===== src/rtl/sar_pkg.sv =====
package sar_pkg;
  localparam int FRAME_LEN = 16;
  localparam int CH_W      = 3;
  localparam int NCH       = 1 << CH_W;
  localparam int DATA_W    = 12;

  // command word field positions, decoded by the converter
  localparam int CMD_WR   = 15;
  localparam int CMD_ADDR = 11;
  localparam int CMD_PM   = 9;
  localparam int CMD_RNG  = 7;
  localparam int CMD_COD  = 6;
  // response tag position
  localparam int RSP_TAG  = 12;

  typedef enum logic [2:0] {
    ST_PWRUP, ST_IDLE, ST_LEAD, ST_LOW, ST_HIGH, ST_TAIL, ST_QUIET
  } ctrl_st_t;

  function automatic logic [FRAME_LEN-1:0] build_cmd(
    input logic [CH_W-1:0] addr, input logic rng, input logic cod);
    logic [FRAME_LEN-1:0] w;
    w = '0;
    w[CMD_WR] = 1'b1;
    w[CMD_ADDR +: CH_W] = addr;
    w[CMD_PM +: 2] = 2'b11;
    w[CMD_RNG] = rng;
    w[CMD_COD] = cod;
    return w;
  endfunction
endpackage


===== src/rtl/sar_tick.sv =====
module sar_tick #(
  parameter int HALF_DIV = 2
) (
  input  logic clk,
  input  logic rst,
  input  logic en,
  output logic tick
);
  localparam int CW = $clog2(HALF_DIV + 1);
  logic [CW-1:0] cnt;

  assign tick = en && (cnt == CW'(HALF_DIV - 1));

  always_ff @(posedge clk) begin
    if (rst || !en || tick) cnt <= '0;
    else                    cnt <= cnt + 1'b1;
  end
endmodule


===== src/rtl/sar_chan_pick.sv =====
module sar_chan_pick
  import sar_pkg::*;
(
  input  logic [CH_W-1:0] cur,
  input  logic [NCH-1:0]  mask,
  output logic [CH_W-1:0] nxt
);
  always_comb begin
    logic found;
    found = 1'b0;
    nxt   = cur;
    for (int i = 1; i <= NCH; i++) begin
      if (!found && mask[CH_W'(int'(cur) + i)]) begin
        nxt   = CH_W'(int'(cur) + i);
        found = 1'b1;
      end
    end
  end
endmodule


===== src/rtl/sar_adc_ctrl.sv =====
module sar_adc_ctrl
  import sar_pkg::*;
#(
  parameter int HALF_DIV  = 2,
  parameter int QUIET_CYC = 6,
  parameter int PWRUP_CYC = 40
) (
  input  logic              clk,
  input  logic              rst,
  input  logic              run,
  input  logic [NCH-1:0]    chan_mask,
  input  logic              range_sel,
  input  logic              coding_sel,
  output logic              adc_cs_n,
  output logic              adc_sclk,
  output logic              adc_din,
  input  logic              adc_dout,
  output logic [DATA_W-1:0] smp_data,
  output logic [CH_W-1:0]   smp_chan,
  output logic              smp_valid,
  output logic              busy
);
  localparam int WAIT_MAX = (PWRUP_CYC > QUIET_CYC) ? PWRUP_CYC : QUIET_CYC;
  localparam int WAIT_W   = $clog2(WAIT_MAX + 2);
  localparam int BIT_W    = $clog2(FRAME_LEN);

  ctrl_st_t               state;
  logic [WAIT_W-1:0]      wcnt;
  logic [BIT_W-1:0]       bitc;
  logic [FRAME_LEN-1:0]   tx;
  logic [FRAME_LEN-3:0]   rx;
  logic [FRAME_LEN-2:0]   rx_full;
  logic [CH_W-1:0]        ptr, nxt;
  logic [FRAME_LEN-1:0]   cmd;
  logic                   tick, tick_en;

  assign tick_en = (state == ST_LEAD) || (state == ST_LOW) ||
                   (state == ST_HIGH) || (state == ST_TAIL);
  assign rx_full = {rx, adc_dout};
  assign cmd     = build_cmd(nxt, range_sel, coding_sel);

  sar_tick #(.HALF_DIV(HALF_DIV)) u_tick (
    .clk(clk), .rst(rst), .en(tick_en), .tick(tick)
  );

  sar_chan_pick u_pick (
    .cur(ptr), .mask(chan_mask), .nxt(nxt)
  );

  always_ff @(posedge clk) begin
    if (rst) begin
      state     <= ST_PWRUP;
      wcnt      <= '0;
      bitc      <= '0;
      tx        <= '0;
      rx        <= '0;
      ptr       <= CH_W'(NCH - 1);
      adc_cs_n  <= 1'b1;
      adc_sclk  <= 1'b1;
      adc_din   <= 1'b0;
      smp_data  <= '0;
      smp_chan  <= '0;
      smp_valid <= 1'b0;
      busy      <= 1'b0;
    end else begin
      smp_valid <= 1'b0;
      unique case (state)
        ST_PWRUP: begin
          if (wcnt == WAIT_W'(PWRUP_CYC - 1)) begin
            wcnt  <= '0;
            state <= ST_IDLE;
          end else begin
            wcnt <= wcnt + 1'b1;
          end
        end
        ST_IDLE: begin
          if (run && (|chan_mask)) begin
            adc_cs_n <= 1'b0;
            busy     <= 1'b1;
            adc_din  <= cmd[FRAME_LEN-1];
            tx       <= {cmd[FRAME_LEN-2:0], 1'b0};
            ptr      <= nxt;
            bitc     <= '0;
            state    <= ST_LEAD;
          end
        end
        ST_LEAD, ST_HIGH: begin
          if (tick) begin
            adc_sclk <= 1'b0;
            state    <= ST_LOW;
          end
        end
        ST_LOW: begin
          if (tick) begin
            adc_sclk <= 1'b1;
            rx       <= rx_full[FRAME_LEN-3:0];
            if (bitc == BIT_W'(FRAME_LEN - 1)) begin
              smp_valid <= 1'b1;
              smp_chan  <= rx_full[RSP_TAG +: CH_W];
              smp_data  <= rx_full[DATA_W-1:0];
              state     <= ST_TAIL;
            end else begin
              adc_din <= tx[FRAME_LEN-1];
              tx      <= {tx[FRAME_LEN-2:0], 1'b0};
              bitc    <= bitc + 1'b1;
              state   <= ST_HIGH;
            end
          end
        end
        ST_TAIL: begin
          if (tick) begin
            adc_cs_n <= 1'b1;
            wcnt     <= '0;
            state    <= ST_QUIET;
          end
        end
        ST_QUIET: begin
          if (wcnt == WAIT_W'(QUIET_CYC - 1)) begin
            busy  <= 1'b0;
            wcnt  <= '0;
            state <= ST_IDLE;
          end else begin
            wcnt <= wcnt + 1'b1;
          end
        end
        default: state <= ST_IDLE;
      endcase
    end
  end

  // ---------------- checker logic and assertions ----------------
  logic [WAIT_W-1:0] hi_cnt;
  logic [BIT_W:0]    fall_cnt;
  logic              cs_q, sclk_q;

  always_ff @(posedge clk) begin
    if (rst) begin
      hi_cnt   <= '0;
      fall_cnt <= '0;
      cs_q     <= 1'b1;
      sclk_q   <= 1'b1;
    end else begin
      cs_q   <= adc_cs_n;
      sclk_q <= adc_sclk;
      if (!adc_cs_n) hi_cnt <= '0;
      else if (hi_cnt != '1) hi_cnt <= hi_cnt + 1'b1;
      if (cs_q && !adc_cs_n) fall_cnt <= '0;
      else if (!adc_cs_n && sclk_q && !adc_sclk) fall_cnt <= fall_cnt + 1'b1;
    end
  end


  cs_idle_sclk_chk: assert property (@(posedge clk) disable iff (rst)
    adc_cs_n |-> adc_sclk);


  frame_len_chk: assert property (@(posedge clk) disable iff (rst)
    $rose(adc_cs_n) |-> (fall_cnt == (BIT_W+1)'(FRAME_LEN)));


  din_stable_chk: assert property (@(posedge clk) disable iff (rst)
    $fell(adc_sclk) |-> $stable(adc_din));


  valid_pulse_chk: assert property (@(posedge clk) disable iff (rst)
    smp_valid |=> !smp_valid);


  quiet_gap_chk: assert property (@(posedge clk) disable iff (rst)
    $fell(adc_cs_n) |-> (hi_cnt >= WAIT_W'(QUIET_CYC)));


  busy_frame_chk: assert property (@(posedge clk) disable iff (rst)
    !adc_cs_n |-> busy);


  empty_mask_chk: assert property (@(posedge clk) disable iff (rst)
    (adc_cs_n && chan_mask == '0) |=> adc_cs_n);
endmodule


===== config.mk =====
export PLATFORM = sky130hd
export DESIGN_NAME = sar_adc_ctrl
export DESIGN_NICKNAME = d
export VERILOG_FILES = /design/src/rtl/sar_pkg.sv /design/src/rtl/sar_tick.sv /design/src/rtl/sar_chan_pick.sv /design/src/rtl/sar_adc_ctrl.sv
export SDC_FILE = /design/constraint.sdc
export NUM_CORES = 1
export LEC_CHECK = 0
export BUFFER_PORTS_ARGS = -buffer_cell sky130_fd_sc_hd__clkbuf_2
export CAP_MARGIN = 40
export CORE_MARGIN = 2
export CORE_UTILIZATION = 40
export CTS_CLUSTER_DIAMETER = 200
export DETAILED_ROUTE_END_ITERATION = 8
export RECOVER_POWER = 25
export SLEW_MARGIN = 15
export SYNTH_ARGS = -nofsm -noshare
export SYNTH_HDL_FRONTEND = slang
export SYNTH_SLANG_ARGS = --single-unit

===== constraint.sdc =====
create_clock -name clk -period 3.24 [get_ports clk]
set_input_delay 0.648 -clock clk [delete_from_list [all_inputs] [get_ports clk]]
set_output_delay 0.648 -clock clk [all_outputs]
set_load 0.005 [all_outputs]

# Word level (Yosys, flattened, before mapping)
# Cells that the tools add are included.
dict set report word_totals {
  ramBits 0
  reg_bits 68
  wordCells 163
  output_inout_bits 20
  latch_bits 0
  input_bits 14
  memories 0
  rom_bits 0
}
dict set report classes {
  multipliers 0
  n_div 0
  eq_ne 17
  n_lt_le_gt_ge 8
  reduce_logical 40
  shifts 0
  bitwise 2
  mux 71
  add_sub_neg 11
}
# operator count
set ops {}
lappend ops {{16-bit two-way mux} 3}
lappend ops {{3-bit two-way mux} 14}
lappend ops {{3-bit by 5-bit less-than comparator with 1-bit output (second input constant)} 8}
lappend ops {{1-bit two-way mux} 32}
lappend ops {{16-bit one-hot mux with 2 select lines} 1}
lappend ops {{1-bit binary-select mux with 3-bit select} 8}
lappend ops {{6-bit two-way mux} 3}
lappend ops {{3-bit one-hot mux with 6 select lines} 1}
lappend ops {{6-bit one-hot mux with 3 select lines} 1}
lappend ops {{3-bit adder (second input constant)} 4}
lappend ops {{4-bit two-way mux} 3}
lappend ops {{3-bit AND reduction} 4}
lappend ops {{3-bit equality test (second input constant)} 3}
lappend ops {{1-bit logical AND} 9}
lappend ops {{1-bit zero test} 8}
lappend ops {{2-bit != test (second input constant)} 4}
lappend ops {{1-bit one-hot mux with 2 select lines} 4}
lappend ops {{4-bit one-hot mux with 2 select lines} 1}
lappend ops {{2-bit nonzero test} 4}
lappend ops {{8-bit OR reduction} 1}
lappend ops {{3-bit by 1-bit adder with 3-bit output (second input constant)} 2}
lappend ops {{3-bit by 2-bit adder with 3-bit output (second input constant)} 2}
lappend ops {{6-bit by 1-bit adder with 6-bit output (second input constant)} 1}
lappend ops {{3-bit by 2-bit equality test with 1-bit output (second input constant)} 2}
lappend ops {{17 further kinds} 26}

# Longest topological paths before layout
dict set report depth {
  ltp_word 28
  mapped_depth 11
}

# Modules after synthesis
# A second synthesis with hierarchy kept.
dict set report unflattened {
  hier_cells 413
  hier_area_um2 3597.2
}
# mod instances cells_per_inst area_each_um2
set modules_own_cells {}
lappend modules_own_cells {sar_adc_ctrl 1 302 2551.2}
lappend modules_own_cells {sar_chan_pick 1 104 964.7}
lappend modules_own_cells {sar_tick 1 7 81.3}

# Worst setup path after synthesis
# No wires, ideal clock.
dict set report synth_path {
  path_kind {reg-to-reg}
  from {register ptr[1]}
  to {register tx[14]}
  t_arrival_ns 2.642
  required_time_ns 3.161
  n_path_buf 2
  setup_time_ns 0.079
  slack_ns 0.518
  synth_period_minus_slack_ns 2.722
  stages_incl_launch_ff 12
  path_cell_list {dfxtp_1 > buf_2 > inv_1 > ha_1 > buf_2 > mux4_2 > mux2i_4 > nand3_2 > or2_4 > nor4_4 > a221oi_2 > a211oi_2}
}
dict set report synth_via {
  elab_chain_len 28
}
# item line
set synth_rtl {}
lappend synth_rtl {{start: declaration} sar_adc_ctrl.sv:33} ;# logic [CH_W-1:0] ptr, nxt;
lappend synth_rtl {{start signal: assignment} sar_adc_ctrl.sv:57} ;# ptr <= CH_W'(NCH - 1);
lappend synth_rtl {{start signal: assignment} sar_adc_ctrl.sv:82} ;# ptr <= nxt;
lappend synth_rtl {{3-bit by 1-bit adder with 3-bit output} {sar_chan_pick.sv:13, sar_chan_pick.sv:14}}
lappend synth_rtl {{1-bit binary-select mux with 3-bit select} sar_chan_pick.sv:13} ;# if (!found && mask[CH_W'(int'(cur) + i)]) begin
lappend synth_rtl {{1-bit two-way mux (not written as such) (2 in series)} sar_chan_pick.sv:13}
lappend synth_rtl {{1-bit two-way mux} sar_chan_pick.sv:13}
lappend synth_rtl {{1-bit zero test} sar_chan_pick.sv:13}
lappend synth_rtl {{1-bit logical AND} sar_chan_pick.sv:13}
lappend synth_rtl {{1-bit two-way mux} sar_chan_pick.sv:13}
lappend synth_rtl {{1-bit zero test} sar_chan_pick.sv:13}
lappend synth_rtl {{[11 not listed]} -}
lappend synth_rtl {{1-bit zero test} sar_chan_pick.sv:13}
lappend synth_rtl {{1-bit logical AND} sar_chan_pick.sv:13}
lappend synth_rtl {{1-bit two-way mux} sar_chan_pick.sv:13}
lappend synth_rtl {{1-bit zero test} sar_chan_pick.sv:13}
lappend synth_rtl {{1-bit logical AND} sar_chan_pick.sv:13}
lappend synth_rtl {{3-bit two-way mux (*)} sar_chan_pick.sv:13}
lappend synth_rtl {{16-bit two-way mux (*)} sar_adc_ctrl.sv:77} ;# if (run && (|chan_mask)) begin
lappend synth_rtl {{16-bit one-hot mux with 2 select lines (*)} sar_adc_ctrl.sv:67} ;# unique case (state)
lappend synth_rtl {{end signal: assignment} sar_adc_ctrl.sv:81} ;# tx <= {cmd[FRAME_LEN-2:0], 1'b0};
lappend synth_rtl {{end signal: assignment} sar_adc_ctrl.sv:104} ;# tx <= {tx[FRAME_LEN-2:0], 1'b0};
lappend synth_rtl {{end: declaration} sar_adc_ctrl.sv:30} ;# logic [FRAME_LEN-1:0] tx;
# Every way passes the cells marked *; elsewhere a longest branch is shown, timed or not. The select of a mux whose other input is x is not followed.
# A chain may end at the register's enable or synchronous reset.

# Worst setup path after layout
dict set report layout_path {
  from {register ptr[0]}
  to {register tx[14]}
}
# The elaborated chain is that of the path after synthesis.

==> out/metrics.yaml <==
htreeDepth: 3
dr.pass1.iters: 4
critPathLaunchType: "flip-flop"
grt_pass1_vias: 2649
grt_overflow_total: 0
die-area_um2: 9040
core_area_um2: 8130
synth_edf_count: 0
failed_checks: "capacitance limit, slew limit"
cts_resized: 0
crit_buf_inv: 1
yosysWarnings: 0
ioPinCount: 34
n_antenna_cell: 0
hp-class: "flip-flop to flip-flop"
dp_hpwl_mm: 4.97
rsz0062_at_grt: "false"
drive_above_1_share_pct: 14.9
clock-sinks: 61
die_w_um: 95.1
postCtsSetupRepairBufs: 0
syn_nets: 421
ctsHoldBuffers: 0
cts_tree: "built"
grt_max_degree: 35
path_clk_slew_ns: 0.07
status: "finished, violations left"
final_common_cell: "nand2_1"
yosysTopAreaCell: "dfxtp_1"
synth_area_leaders: "dfxtp_1, nand2_1, a21oi_1"
crit_chain: "inv_1, ha_1, mux4_2, mux2i_1, a32oi_2, a211oi_1, a22oi_1, a221oi_2, a211oi_2"
ys_seq_elements: 61
synth_top_cell_area_share_pct: 36.8
peakVddDrop_mv: 0.225
cp.required_ns: 3.43
syn_area_um2: 3320
clk_latency_ns: 0.34
crit_slowest_cell: "ha_1"
setup_viol: 0
grt_pass1_wl_mm: 12.2
wl_mm: 7.20
fin_crit_ns: 2.89
finalWeightedCongestion: 0.890
cts_buffers: 9
fin_crit_sh_pct: 89.0
wl_per_cell_um: 13.3
tns_ns: 0
p_per_area_nw_per_um2: 430
antenna_found_initial: 0
io_buffers: 33
grtUsageTotal_pct: 17.0
clock-root-buffer: "clkbuf_8"
placementRows: 33
die_y_um: 95.1
ctsLongestPathBuffers: 2
synth-seq-area-share_pct: 36.8
final_nets: 452
postLayoutCellArea_um2: 3800
crit_type: "flip-flop to flip-flop"
synth_cells: 401
worstPathArrival_ns: 3.07
max_stage_delay_ns: 0.58
postRouteAntennaNets: 0
slew_viol_final: 34
finalHoldViolCount: 0
via_per_inst: 5.39
start_util_pct: 40.8
crit_fanout: 10
drt_iter0_markers: 112
synthArstFlopShare_pct: 0
worstMarginPinSlew_ns: 1.51
vias: 2924
synth_flop_cell: "dfxtp_1"
power.leakage_uw: 0.00140
fin_cells: 542
crit_family: "compound AO/OA/AOI/OAI gates"
dp_cells: 526
relSlewSlack_pct: -0.353
final_cell_mix: "nand2_1, dfxtp_1, a21oi_1"
fmax_mhz: 347
post_dp_cell_area_um2: 3590
cp-end-kind: "flip-flop"
synth.avg_cell_area_um2: 8.28
areaGrowthSynthToFinish_pct: 14.6
yosysUniqueCellTypes: 56
drc: 0
fin_skew_ns: 0.00714
maxCapViolCount: 1
-- sequential cells by signal (all words and copies together), names as in the netlist --
name,cells
busy,1
adc_din,1
state,3
wcnt,6
smp_data,12
bitc,4
u_tick.cnt,2
rx,14
adc_sclk,1
adc_cs_n,1
smp_chan,3
ptr,3
smp_valid,1
tx,9
-- cell families (layout without fill, tap and decap cells) --
| logic type | count (synthesis) | after routing | share of synthesized area, % |
|---|---|---|---|
| AOI/OAI and AO/OA | 102 | 102 | 19.1 |
| xor gates and xnor gates | 10 | 10 | 2.64 |
| adders and majority gates | 6 | 6 | 2.26 |
| buffers and inverters | 33 | 69 | 4.11 |
| DFF | 61 | 61 | 36.8 |
| muxes | 28 | 28 | 13.0 |
| and+or+nand+nor | 161 | 161 | 22.1 |
-- Yosys cell counts (7+ instances only) --
library cell,instances
nand2_1,82
dfxtp_1,61
a21oi_1,46
nor2_1,32
clkbuf_1,17
o21ai_0,17
mux2i_1,14
inv_1,11
nor3_1,10
nand3_1,9
mux4_2,7
xor2_1,7
-- per-layer routing --
layer / global-route usage [%] / wire length [um]
met3: 3.79 / 235
met1: 24.0 / 3620
met2: 25.5 / 3200
met5: 0 / 0
met4: 6.40 / 144
-- layout make-up --
class	instances	area (um^2)
clock buffer	11	151
clock inverter	5	81.3
fill	811	4330
inverter	11	41.3
multi-input combinational	307	1960
sequential	61	1220
tap	105	131
timing repair buffer	42	215
-- per-stage QoR --
stage          hold WS, ns  util [%]  setup slack [ns]  power [uW]
3_3_place_gp         0.406      44.1             0.440         870
4_1_cts              0.425      47.0             0.404        1660
5_1_grt              0.450      46.8             0.268        1710
3_5_place_dp         0.415      44.1             0.411         872
2_1_floorplan        0.397         -             0.518         842
6_report             0.421      46.8             0.355        1640
-- path summary, 6_finish.rpt --
check,start,depth (start not counted),end,slack [ns]
hold reg to reg,u_tick.cnt[0],1,u_tick.cnt[0],0.42
setup / recovery,ptr[0],9,tx[14],0.35
setup reg to reg,ptr[0],9,tx[14],0.35
hold / removal,u_tick.cnt[0],1,u_tick.cnt[0],0.42
-- power breakdown --
group          internal (uW)  switching, uW  total, uW
Sequential               754           4.04        758
Combinational           39.4           58.3       97.6
Clock                    476            305        781
(Power assumes the default switching activity.)
